### config.mk
export PLATFORM = sky130hd
export DESIGN_NAME = masked_adc_ctrl
export DESIGN_NICKNAME = d
export VERILOG_FILES = /design/src/rtl/masked_adc_ctrl.sv
export SDC_FILE = /design/constraint.sdc
export NUM_CORES = 1
export LEC_CHECK = 0
export ABC_CLOCK_PERIOD_IN_PS = 4000
export BUFFER_PORTS_ARGS = -buffer_cell sky130_fd_sc_hd__buf_2
export CORE_MARGIN = 2
export CORE_UTILIZATION = 46
export DETAILED_ROUTE_END_ITERATION = 8
export MAX_ROUTING_LAYER = met4
export PLACE_DENSITY = 0.63
export SLEW_MARGIN = 20
export SYNTH_ARGS = -nofsm -noshare
export SYNTH_HDL_FRONTEND = slang
export SYNTH_SLANG_ARGS = --single-unit
### constraint.sdc
create_clock -name clk -period 4 [get_ports clk]
set_input_delay 0.6 -clock clk [delete_from_list [all_inputs] [get_ports clk]]
set_output_delay 0.6 -clock clk [all_outputs]
set_load 0.03 [all_outputs]
### src/rtl/masked_adc_ctrl.sv
module masked_adc_ctrl #(
  parameter int NCH    = 8,
  parameter int RES    = 12,
  parameter int TW     = 8,
  parameter int AW     = 12,
  parameter int TP_RST = 'h20,
  parameter int TS_RST = 'h0C
) (
  input  logic          clk,
  input  logic          rst_n,
  input  logic          wr_en,
  input  logic [AW-1:0] addr,
  input  logic [31:0]   wdata,
  output logic [31:0]   rdata,
  output logic          irq,
  output logic [3:0]    ain_sel,
  output logic          samp,
  output logic [RES-1:0] dac_code,
  input  logic          cmp_in
);
  localparam int BW = $clog2(RES);
  localparam int IW = (NCH > 1) ? $clog2(NCH) : 1;
  localparam logic [AW-1:0] A_CTRL = AW'('h000);
  localparam logic [AW-1:0] A_TP   = AW'('h004);
  localparam logic [AW-1:0] A_TS   = AW'('h00C);
  localparam logic [AW-1:0] A_IEN  = AW'('h104);
  localparam logic [AW-1:0] A_STAT = AW'('h10C);
  localparam logic [AW-1:0] A_IST  = AW'('h110);
  localparam int           A_DATA = 'h120;

  typedef enum logic [1:0] {S_IDLE, S_WAIT, S_SAMP, S_CONV} st_t;

  st_t            st;
  logic [3:0]     ctrl_ch, cur_ch;
  logic           ctrl_start, ctrl_single;
  logic [TW-1:0]  t_pd, t_smp, cnt;
  logic           int_en, int_st;
  logic [BW-1:0]  bidx;
  logic [RES-1:0] sar, trial;
  logic [RES-1:0] res_q [NCH];
  logic           busy, done, launch;

  wire [15:0] wmask = wdata[31:16];
  wire [5:0]  ctrl_new = ({ctrl_single, ctrl_start, ctrl_ch} & ~wmask[5:0]) |
                         (wdata[5:0] & wmask[5:0]);
  logic unused_wbits;
  assign unused_wbits = ^{wdata[15:TW], wmask[15:6]};

  function automatic logic at_end(input logic [TW-1:0] c, input logic [TW-1:0] t);
    return ((TW+1)'(c) + (TW+1)'(1)) >= (TW+1)'(t);
  endfunction

  assign busy     = (st != S_IDLE);
  assign done     = (st == S_CONV) && (bidx == '0);
  assign launch   = (st == S_IDLE) && ctrl_start && ctrl_single;
  assign trial    = sar | (RES'(1) << bidx);
  assign dac_code = (st == S_CONV) ? trial : '0;
  assign samp     = (st == S_SAMP);
  assign ain_sel  = cur_ch;
  assign irq      = int_en & int_st;

  always_ff @(posedge clk or negedge rst_n) begin
    if (!rst_n) begin
      {ctrl_single, ctrl_start, ctrl_ch} <= '0;
      t_pd   <= TW'(TP_RST);
      t_smp  <= TW'(TS_RST);
      int_en <= 1'b0;
      int_st <= 1'b0;
    end else begin
      if (wr_en && addr == A_CTRL) {ctrl_single, ctrl_start, ctrl_ch} <= ctrl_new;
      if (done) ctrl_start <= 1'b0;
      if (wr_en && addr == A_TP) t_pd <= wdata[TW-1:0];
      if (wr_en && addr == A_TS) t_smp <= wdata[TW-1:0];
      if (wr_en && addr == A_IEN && wmask[0]) int_en <= wdata[0];
      if (done) int_st <= 1'b1;
      else if (wr_en && addr == A_IST && wdata[0]) int_st <= 1'b0;
    end
  end

  always_ff @(posedge clk or negedge rst_n) begin
    if (!rst_n) begin
      st     <= S_IDLE;
      cnt    <= '0;
      bidx   <= '0;
      sar    <= '0;
      cur_ch <= '0;
    end else begin
      case (st)
        S_IDLE: if (launch) begin
          st     <= S_WAIT;
          cnt    <= '0;
          sar    <= '0;
          cur_ch <= ctrl_ch;
        end
        S_WAIT: if (at_end(cnt, t_pd)) begin
          st  <= S_SAMP;
          cnt <= '0;
        end else cnt <= cnt + 1'b1;
        S_SAMP: if (at_end(cnt, t_smp)) begin
          st   <= S_CONV;
          bidx <= BW'(RES - 1);
        end else cnt <= cnt + 1'b1;
        default: begin
          if (cmp_in) sar <= trial;
          if (bidx == '0) st <= S_IDLE;
          else bidx <= bidx - 1'b1;
        end
      endcase
    end
  end

  always_ff @(posedge clk or negedge rst_n) begin
    if (!rst_n) begin
      for (int k = 0; k < NCH; k++) res_q[k] <= '0;
    end else if (done && 32'(cur_ch) < NCH) begin
      res_q[cur_ch[IW-1:0]] <= cmp_in ? trial : sar;
    end
  end

  always_comb begin
    rdata = '0;
    case (addr)
      A_CTRL: rdata = 32'({ctrl_single, ctrl_start, ctrl_ch});
      A_TP:   rdata = 32'(t_pd);
      A_TS:   rdata = 32'(t_smp);
      A_IEN:  rdata = 32'(int_en);
      A_STAT: rdata = 32'(busy);
      A_IST:  rdata = 32'(int_st);
      default: begin
        for (int k = 0; k < NCH; k++)
          if (addr == AW'(A_DATA + 4*k)) rdata = 32'(res_q[k]);
      end
    endcase
  end
endmodule


==> metrics <==
EDFF count, synth=0; Sink Count=150; Setup Viol. Count Final=0; post-synthesis compound-gate area fraction=17.5%; VDD IR max=between 0.3 and 0.4 mV; die extent in x=roughly 130 µm; Crit path max-delay family=simple AND/OR/NAND/NOR gates; initial core utilization=between 40% and 50%; die area=18200 µm²; slowest cell on the critical path=or4b_4; DR WL/cell=about 18 µm; Root Buffer=clkbuf_16; detailed placement HPWL=between 10000 and 15000 µm; worst rel slew slack=~22%; Pre-antenna DRT Iters=6; DP Cell Count=between 1000 and 1500; top_reg_cell synth=dfrtp_1; postcts setup bufs=0; total grt overflow=0; input/output buffers=between 50 and 60; largest net degree at the start of global routing=101; Reg clk slew, reported paths=approximately 70 ps; xor-xnor portion of the synthesized cell area=0.556%; Slew Limit Fails=0; YS warnings=0; GRT Util Overall=24.0%; Multi-input gate area=roughly 3800 µm²; fill count=approximately 1500; vias in the first global route=between 5000 and 6000; ant diodes=0; asr flop ratio synth=100%; synthesized area=7880 µm²; Critical Path RT=3400 ps; Leakage Power=around 4 nW; fin area=between 9000 and 10000 µm²; CP arrival=slightly below 3000 ps; status=completed; H-tree depth=4; most frequent cells in the layout=dfrtp_1, a21oi_1, nor2_1, nand2_1, o21ai_0; CTS Buf Count=17; min-delay worst type=in2async; Site Rows=47; Worst path max stage delay=just under 600 ps; clk buf depth=2; worst path bufs/invs=2; CTS tree=yes; layout cells sized above 1=between 10% and 20%; Syn-to-layout area delta=14.4%; actual slew at the worst max-slew pin=about 1200 ps; Die Span Y=roughly 130 µm; RSZ-0062 raised after global routing=false; post-route setup TNS=0 ps; num ports=between 90 and 100; startpoint types=primary input; drt drc=0; final hold vios=0; Total Power Consumption=about 4.7 mW; Max-Cap Viols=0; Post-Synth Adder-Cell Area=under 10%; Crit path top cell by count=buf_2; Synth Register Bits=150; f_max=around 280 MHz; Core Area=16600 µm²; Setup CP Type=in2out; worst slack at placement=between 400 and 500 ps; clk_lat worst skew=~430 ps; post-synthesis simple-gate area fraction=between 10% and 20%; DP Area=roughly 8400 µm²; multiplexer share of the synthesized area=roughly 8.2%; initial antenna violation count=0; fin nets=957; WL final=20500 µm; number of library cell types mapped by synthesis=67; vias per cell=roughly 5.6; FF+latch area=3760 µm²; final core occ=about 54%; CTS Hold Bufs=0; first-pass GRT wire length=32500 µm; drt initial violations=between 400 and 500; CP cell instances=buf_2, or4_4, or4b_4, or2_4, nor2_8, a222oi_1, o211ai_1, buf_2; clock skew=approximately 8.4 ps; post-cts resize count=0; peak fanout along the critical path=6; Pwr Density=521 nW/µm²; post-synthesis sequential area ratio=between 40% and 50%; Final WS setup=443 ps; Syn Area/Cell=roughly 9.6 µm²; commonest non-fill, non-tap cell in the layout=dfrtp_1; largest family of logic cells by synthesized area=compound AO/OA/AOI/OAI gates; Synth Instances=824; period utilization=~89%; post-layout minimum cycle time=~3600 ps; CP endpoint kind=output port; Final Hold Slack=between 200 and 300 ps; DR vias=between 6000 and 7000; number of antenna-violating nets in the routed design=0; final std cells w/o fill=about 1100; gpl congestion=between 0.8 and 0.9
[path summary, 6_finish.rpt]
path / start / end / slack (ps) / cells past startpoint
worst max-delay path: addr[11] / rdata[3] / 440 / 8
worst min-delay path: rst_n / res_q[73] / 280 / 1
worst max register to register: cnt[0] / cnt[7] / 640 / 10
worst min register to register: res_q[52] / res_q[52] / 470 / 2
max in group asynchronous: rst_n / t_pd[5] / 2720 / 2
min in group clk: wdata[6] / t_smp[6] / 440 / 2
[registers in the layout (all words and copies together) (netlist names), named ones only]
name and cells:
ctrl_start 1, int_en 1, t_pd 8, bidx 4, cnt 8, st 2
sar 12, ain_sel 4, t_smp 8, int_st 1, res_q 96
[area by class of cell]
cell class              instances  area share, %
inverters                      30           1.25
clock buffers                  18           4.87
clock inverters                14           2.36
flip-flops and latches        150           41.7
repair buffers                 80           5.09
multi-input cells             604           41.7
well taps                     220           3.05
[worst register-to-register path, delay by kind of cell (launching register included)]
family	cells	cell delay [ps]
fa+ha+maj	2	670
xor+xnor	1	310
flops	1	500
compound gates	5	1280
simple gates	2	540
[layer usage]
metal | vias to the layer above | share of wire, % | track usage [%]
li1 | 3005 | - | -
met1 | 3039 | 48 | 34.1
met2 | 164 | 45 | 35.3
met3 | 24 | 5.3 | 4.54
met4 | 0 | 1.6 | 6.32
met5 | - | 0 | -
[cell families (layout without fill, tap and decap cells)]
logic type	after synthesis	after routing
mux	48	48
flops	150	150
other cells	1	20
xor+xnor	5	5
simple gates	267	267
fa+ha+maj	26	26
buf+inv	89	142
compound gates	238	238
[where the power goes]
group	internal (mW)	switching [mW]	total, mW
logic	0.382	0.784	1.17
clock network	1.08	0.688	1.77
registers	1.65	0.114	1.76
[Yosys cell counts (10+ instances only)]
master	number	area, µm²
a21oi_1	114	571
buf_4	20	150
nor2b_1	19	119
mux2i_1	14	140
nand3_1	13	65.1
nand2_1	86	323
ha_1	26	325
nor3_1	10	50.1
clkbuf_1	32	120
inv_1	30	113
nor2_1	92	345
dfrtp_1	147	3680
mux2_2	18	203
o21ai_0	63	315
Power figures use the tool's default switching activity.
